--- config.mk ---
export PLATFORM = sky130hd
export DESIGN_NAME = evsel_top
export DESIGN_NICKNAME = d
export VERILOG_FILES = /design/src/rtl/evsel_pkg.sv /design/src/rtl/evsel_decode.sv /design/src/rtl/evsel_chan.sv /design/src/rtl/evsel_top.sv
export SDC_FILE = /design/constraint.sdc
export NUM_CORES = 1
export LEC_CHECK = 0
export ABC_AREA = 1
export BUFFER_PORTS_ARGS = -buffer_cell sky130_fd_sc_hd__buf_2
export CORE_AREA = 5 5 42 44
export CTS_BUF_LIST = sky130_fd_sc_hd__clkbuf_4 sky130_fd_sc_hd__clkbuf_8
export CTS_CLUSTER_DIAMETER = 150
export DETAILED_ROUTE_END_ITERATION = 10
export DIE_AREA = 0 0 47 49
export GPL_TIMING_DRIVEN = 0
export MAX_ROUTING_LAYER = met4
export PLACE_DENSITY = 0.91
export SLEW_MARGIN = 5
export SYNTH_ARGS = -nofsm -noshare
export SYNTH_HDL_FRONTEND = slang
export SYNTH_SLANG_ARGS = --single-unit
--- constraint.sdc ---
create_clock -name clk -period 2.04 [get_ports clk]
set_input_delay 0.102 -clock clk [delete_from_list [all_inputs] [get_ports clk]]
set_output_delay 0.102 -clock clk [all_outputs]
set_load 0.01 [all_outputs]
--- src/rtl/evsel_pkg.sv ---
package evsel_pkg;
  localparam int unsigned EV_CODE_W = 4;
  localparam int unsigned EV_NUM    = 1 << EV_CODE_W;

  typedef enum logic [EV_CODE_W-1:0] {
    EC_NONE      = 4'd0,
    EC_IC_MISS   = 4'd1,
    EC_IC_STALL  = 4'd2,
    EC_DC_BANK   = 4'd3,
    EC_DC_RMISS  = 4'd4,
    EC_DC_WMISS  = 4'd5,
    EC_DC_STALL  = 4'd6,
    EC_DC_CPBK   = 4'd7,
    EC_CB_FULL   = 4'd8,
    EC_WM_BUSY   = 4'd9,
    EC_STREAM    = 4'd10,
    EC_PF_KEPT   = 4'd11,
    EC_PF_DROP   = 4'd12,
    EC_PF_DHIT   = 4'd13
  } ev_code_e;

  typedef struct packed {
    logic ic_miss;
    logic ic_stall;
    logic dc_bank_conflict;
    logic dc_rd_miss;
    logic dc_wr_miss;
    logic dc_stall;
    logic dc_copyback;
    logic dc_cb_full;
    logic dc_wr_miss_busy;
    logic dc_stream_miss;
    logic pf_kept;
    logic pf_drop_hit;
    logic pf_drop_nofu;
  } cache_stat_t;
endpackage

--- src/rtl/evsel_decode.sv ---
module evsel_decode
  import evsel_pkg::*;
#(
  parameter int unsigned N_EV = EV_NUM
) (
  input  cache_stat_t     stat,
  output logic [N_EV-1:0] ev_vec
);
  // Stall attribution: overlap goes to the instruction cache.
  logic dc_stall_alone;
  logic pf_any_drop;

  assign dc_stall_alone = stat.dc_stall & ~stat.ic_stall;
  assign pf_any_drop    = stat.pf_drop_hit | stat.pf_drop_nofu;

  always_comb begin
    ev_vec = '0;
    ev_vec[EC_IC_MISS]  = stat.ic_miss;
    ev_vec[EC_IC_STALL] = stat.ic_stall;
    ev_vec[EC_DC_BANK]  = stat.dc_bank_conflict;
    ev_vec[EC_DC_RMISS] = stat.dc_rd_miss;
    ev_vec[EC_DC_WMISS] = stat.dc_wr_miss;
    ev_vec[EC_DC_STALL] = dc_stall_alone;
    ev_vec[EC_DC_CPBK]  = stat.dc_copyback;
    ev_vec[EC_CB_FULL]  = stat.dc_cb_full;
    ev_vec[EC_WM_BUSY]  = stat.dc_wr_miss_busy;
    ev_vec[EC_STREAM]   = stat.dc_stream_miss;
    ev_vec[EC_PF_KEPT]  = stat.pf_kept;
    ev_vec[EC_PF_DROP]  = pf_any_drop;
    ev_vec[EC_PF_DHIT]  = stat.pf_drop_hit;
  end

  always_comb begin
    assert (!(ev_vec[EC_DC_STALL] && ev_vec[EC_IC_STALL]))
      else $error("p_stall_exclusive_r5");
    assert (!ev_vec[EC_PF_DHIT] || ev_vec[EC_PF_DROP])
      else $error("p_hit_within_drop_r7");
  end
endmodule

--- src/rtl/evsel_chan.sv ---
module evsel_chan #(
  parameter int unsigned SEL_W = 4,
  localparam int unsigned N_EV = 1 << SEL_W
) (
  input  logic             clk,
  input  logic             rst_n,
  input  logic             ld,
  input  logic [SEL_W-1:0] ld_code,
  input  logic [N_EV-1:0]  ev_vec,
  output logic [SEL_W-1:0] code_q,
  output logic             tick
);
  logic past_ok;

  // The pulse at an edge uses the code held before that edge.
  always_ff @(posedge clk or negedge rst_n) begin
    if (!rst_n) begin
      code_q  <= '0;
      tick    <= 1'b0;
      past_ok <= 1'b0;
    end else begin
      tick    <= ev_vec[code_q];
      past_ok <= 1'b1;
      if (ld) code_q <= ld_code;
    end
  end

  p_idle_quiet_r2: assert property (@(posedge clk) disable iff (!rst_n)
    (past_ok && $past(code_q) == '0) |-> !tick);

  p_reserved_quiet_r8: assert property (@(posedge clk) disable iff (!rst_n)
    (past_ok && $past(code_q) >= SEL_W'(14)) |-> !tick);

  p_load_next_r10: assert property (@(posedge clk) disable iff (!rst_n)
    ld |=> code_q == $past(ld_code));

  p_hold_r10: assert property (@(posedge clk) disable iff (!rst_n)
    (past_ok && !ld) |=> $stable(code_q));
endmodule

--- src/rtl/evsel_top.sv ---
module evsel_top
  import evsel_pkg::*;
#(
  parameter int unsigned N_CH  = 2,
  parameter int unsigned SEL_W = EV_CODE_W,
  localparam int unsigned N_EV = 1 << SEL_W,
  localparam int unsigned WD_W = N_CH * SEL_W
) (
  input  logic            clk,
  input  logic            rst_n,
  input  logic            sel_we,
  input  logic [WD_W-1:0] sel_wdata,
  input  logic            ic_miss,
  input  logic            ic_stall,
  input  logic            dc_bank_conflict,
  input  logic            dc_rd_miss,
  input  logic            dc_wr_miss,
  input  logic            dc_stall,
  input  logic            dc_copyback,
  input  logic            dc_cb_full,
  input  logic            dc_wr_miss_busy,
  input  logic            dc_stream_miss,
  input  logic            pf_kept,
  input  logic            pf_drop_hit,
  input  logic            pf_drop_nofu,
  output logic [N_CH-1:0] ev_tick
);
  cache_stat_t            stat;
  logic [N_EV-1:0]        ev_vec;
  logic [SEL_W-1:0]       code_q [N_CH];
  logic                   past_ok;

  always_comb begin
    stat.ic_miss          = ic_miss;
    stat.ic_stall         = ic_stall;
    stat.dc_bank_conflict = dc_bank_conflict;
    stat.dc_rd_miss       = dc_rd_miss;
    stat.dc_wr_miss       = dc_wr_miss;
    stat.dc_stall         = dc_stall;
    stat.dc_copyback      = dc_copyback;
    stat.dc_cb_full       = dc_cb_full;
    stat.dc_wr_miss_busy  = dc_wr_miss_busy;
    stat.dc_stream_miss   = dc_stream_miss;
    stat.pf_kept          = pf_kept;
    stat.pf_drop_hit      = pf_drop_hit;
    stat.pf_drop_nofu     = pf_drop_nofu;
  end

  evsel_decode #(.N_EV(N_EV)) u_dec (
    .stat   (stat),
    .ev_vec (ev_vec)
  );

  for (genvar c = 0; c < N_CH; c++) begin : g_ch
    evsel_chan #(.SEL_W(SEL_W)) u_chan (
      .clk     (clk),
      .rst_n   (rst_n),
      .ld      (sel_we),
      .ld_code (sel_wdata[c*SEL_W +: SEL_W]),
      .ev_vec  (ev_vec),
      .code_q  (code_q[c]),
      .tick    (ev_tick[c])
    );

    p_ic_stall_r4: assert property (@(posedge clk) disable iff (!rst_n)
      (past_ok && $past(code_q[c]) == SEL_W'(2) && $past(ic_stall)) |-> ev_tick[c]);

    p_dc_stall_yield_r5: assert property (@(posedge clk) disable iff (!rst_n)
      (past_ok && $past(code_q[c]) == SEL_W'(6) && $past(ic_stall)) |-> !ev_tick[c]);
  end

  always_ff @(posedge clk or negedge rst_n) begin
    if (!rst_n) past_ok <= 1'b0;
    else        past_ok <= 1'b1;
  end

  if (N_CH >= 2) begin : g_pair_chk
    p_same_code_r11: assert property (@(posedge clk) disable iff (!rst_n)
      (past_ok && $past(code_q[0]) == $past(code_q[1])) |-> ev_tick[0] == ev_tick[1]);
  end

  p_reset_state_r1: assert property (@(posedge clk)
    !rst_n |-> ev_tick == '0);
endmodule

==> results.py <==
metrics = {
    "timing": {
        "fin_worst_skew_ns": 0.00244,
        "hold_slack_ns": 0.0395,
        "final.setup.worst_slack_ns": 0.902,
        "finalHoldViolCount": 0,
        "final.setup.tns_ns": 0,
        "finalSetupViolCount": 0,
        "worst_slew_pin_slew_ns": 0.240,
        "timing.fmax_mhz": 879,
        "min_period_ns": 1.14,
        "slew_headroom": 0.840,
        "rsz0062_at_grt": "no",
        "period_share": 0.558,
        "maxSlewViolCount": 0,
    },
    "min_path": {
        "min_path_type": "in2reg",
    },
    "floorplanning": {
        "row_count": 14,
        "initial_core_util": 0.466,
        "boundaryPins": 26,
        "die_w_um": 47,
        "core_area_sq_um": 1400,
        "die_area_sq_um": 2300,
        "dieHeight_um": 49,
    },
    "route": {
        "drtIter0Drc": 15,
        "vias": 736,
        "drt-pass1-iter-count": 4,
        "vias_per_cell": 4.94,
        "routed_wl_um": 1660,
        "postRouteAntennaNets": 0,
        "drc": 0,
        "routedWlPerCell_um": 11.2,
    },
    "synthesis": {
        "synth_top_area_share": 0.383,
        "ys_warn_count": 0,
        "ys_types": 12,
        "ys_seq_elements": 10,
        "synth-seq-area-share": 0.383,
        "synth.top_cells.by_area": "dfrtp_1 38%, nand2_1 22%, inv_1 10%, o21ai_0 8.4%, nand3_1 6.1%",
        "netlist_instances": 103,
        "synth_area_leader_cell": "dfrtp_1",
        "synth_area_sq_um": 653,
        "syn_area_per_cell_sq_um": 6.34,
        "synth_nets": 127,
    },
    "final_layout": {
        "layout-drive-gt1-share": 0.263,
        "layout.nets": 158,
        "post-route-util": 0.603,
        "syn2layout_area_growth_pct": 29.3,
        "layout_common_cells": "38 x nand2_1, 26 x buf_2, 18 x inv_1",
        "diodes": 0,
        "stdcell_area_sq_um": 845,
        "final_common_cell": "nand2_1",
    },
    "global_route": {
        "grt_max_degree": 11,
        "antenna_found_initial": 0,
        "first_global_vias": 703,
        "grt_pass1_wl_um": 2730,
        "grt_overflow_total": 0,
        "grt_usage": 0.167,
    },
    "worst_setup_path": {
        "worstSetupPathType": "reg2reg",
        "worstPathMaxFanout": 9,
        "cp-start-kind": "flop",
        "worstPathRequired_ns": 2.21,
        "end_kind": "flop",
        "arrival_ns": 1.31,
    },
    "cts": {
        "cts_buffers": 3,
        "htree_levels": 1,
        "clock_latency_ns": 0.27,
        "cts_buffer_depth": 2,
        "cts_sinks": 10,
        "cts_tree": "built",
        "clkTransAtPathRegs_ns": 0.07,
        "root_buffer": "clkbuf_4",
    },
    "placed_design": {
        "gp_congestion": 0.939,
        "io_buffer_count": 25,
        "hpwl_um": 1300,
        "dpl_worst_slack_ns": 0.950,
        "dpl_cell_area_sq_um": 798,
    },
    "power_and_ir_drop": {
        "peakVddDrop_uv": 380,
        "power_density_nw_per_um2": 668,
        "p_leak_nw": 0.510,
    },
    "status": {
        "status": "finished clean",
    },
    "job": {
        "drv_cap": 0,
    },
}
## Yosys cell counts
| master | instances |
|---|---|
| inv_2 | 1 |
| nand4_1 | 2 |
| o21ai_0 | 11 |
| buf_4 | 3 |
| a21oi_1 | 6 |
| dfrtp_1 | 10 |
| nor2_1 | 4 |
| nand3_1 | 8 |
| buf_2 | 1 |
| nand2_1 | 38 |
| o21ai_2 | 1 |
| inv_1 | 18 |
## power breakdown
part           internal, W  total [W]  leakage [nW]  switching, W
logic            0.0000670   0.000151         0.368     0.0000836
registers         0.000220   0.000233         0.121     0.0000127
clock network     0.000109   0.000181        0.0210     0.0000724
## state kept, by name (all words and copies together), names as in the netlist
| signal | cells |
|---|---|
| g_ch.u_chan.code_q | 8 |
| g_ch.u_chan.tick | 2 |
## layout make-up
class / instances / area [sq um]
Multi-Input combinational cell: 70 / 304
Buffer: 4 / 27.5
Sequential cell: 10 / 250
Timing Repair Buffer: 26 / 135
Fill cell: 147 / 557
Clock buffer: 4 / 36.3
Inverter: 19 / 71.3
Tap cell: 16 / 20.0
## through the flow
step,std cells,power [W]
global placement,144,0.000378
CTS,149,0.000566
global route,149,0.000603
finish,149,0.000564
floorplan,103,0.000330
detailed placement,144,0.000385
## path summary, 6_finish.rpt
| path | start | endpoint | slack [ns] | depth (start not counted) |
|---|---|---|---|---|
| worst max-delay path | g_ch[1].u_chan.code_q[0]$_DFFE_PN0P_ | g_ch[1].u_chan.tick$_DFF_PN0_ | 0.90 | 9 |
| worst min-delay path | sel_wdata[4] | g_ch[1].u_chan.code_q[0]$_DFFE_PN0P_ | 0.04 | 3 |
| worst max register to register | g_ch[1].u_chan.code_q[0]$_DFFE_PN0P_ | g_ch[1].u_chan.tick$_DFF_PN0_ | 0.90 | 9 |
| worst min register to register | g_ch[0].u_chan.code_q[3]$_DFFE_PN0P_ | g_ch[0].u_chan.tick$_DFF_PN0_ | 0.53 | 2 |
| max in group asynchronous | rst_n | g_ch[0].u_chan.code_q[1]$_DFFE_PN0P_ | 1.63 | 2 |
| min in group asynchronous | rst_n | g_ch[1].u_chan.code_q[0]$_DFFE_PN0P_ | 0.22 | 2 |
## cell families after synthesis
group	share of synthesized area
AO/OA/AOI/OAI	0.144
buffers and inverters	0.151
flip-flops	0.383
AND/OR/NAND/NOR	0.322
## worst max-delay path: stages, from the launching register on
cell and delay, ns:
dfrtp_1 0.36, buf_4 0.16, inv_1 0.11, nand2_1 0.07, nand3_1 0.07, nand2_1 0.06, nand2_1 0.06, nand2_1 0.05
nand2_1 0.06, inv_1 0.03
## what timing repair did
action | in CTS | in global routing
hold buffers | 1 | 0
hold endpoints to repair | 10 | 0
buffers inserted | 0 | 0
gates resized for setup | 0 | 0
## layer usage
layer  part of all wire  GRT usage  vias up  wire length, um
met1               0.43      0.205      327              714
li1                   -          -      379                -
met4              0.020     0.0829        0               34
met5                  0          -        -                0
met2               0.47      0.260       26              787
met3              0.076     0.0221        4              127
No activity file was read; power rests on OpenSTA's default activity.
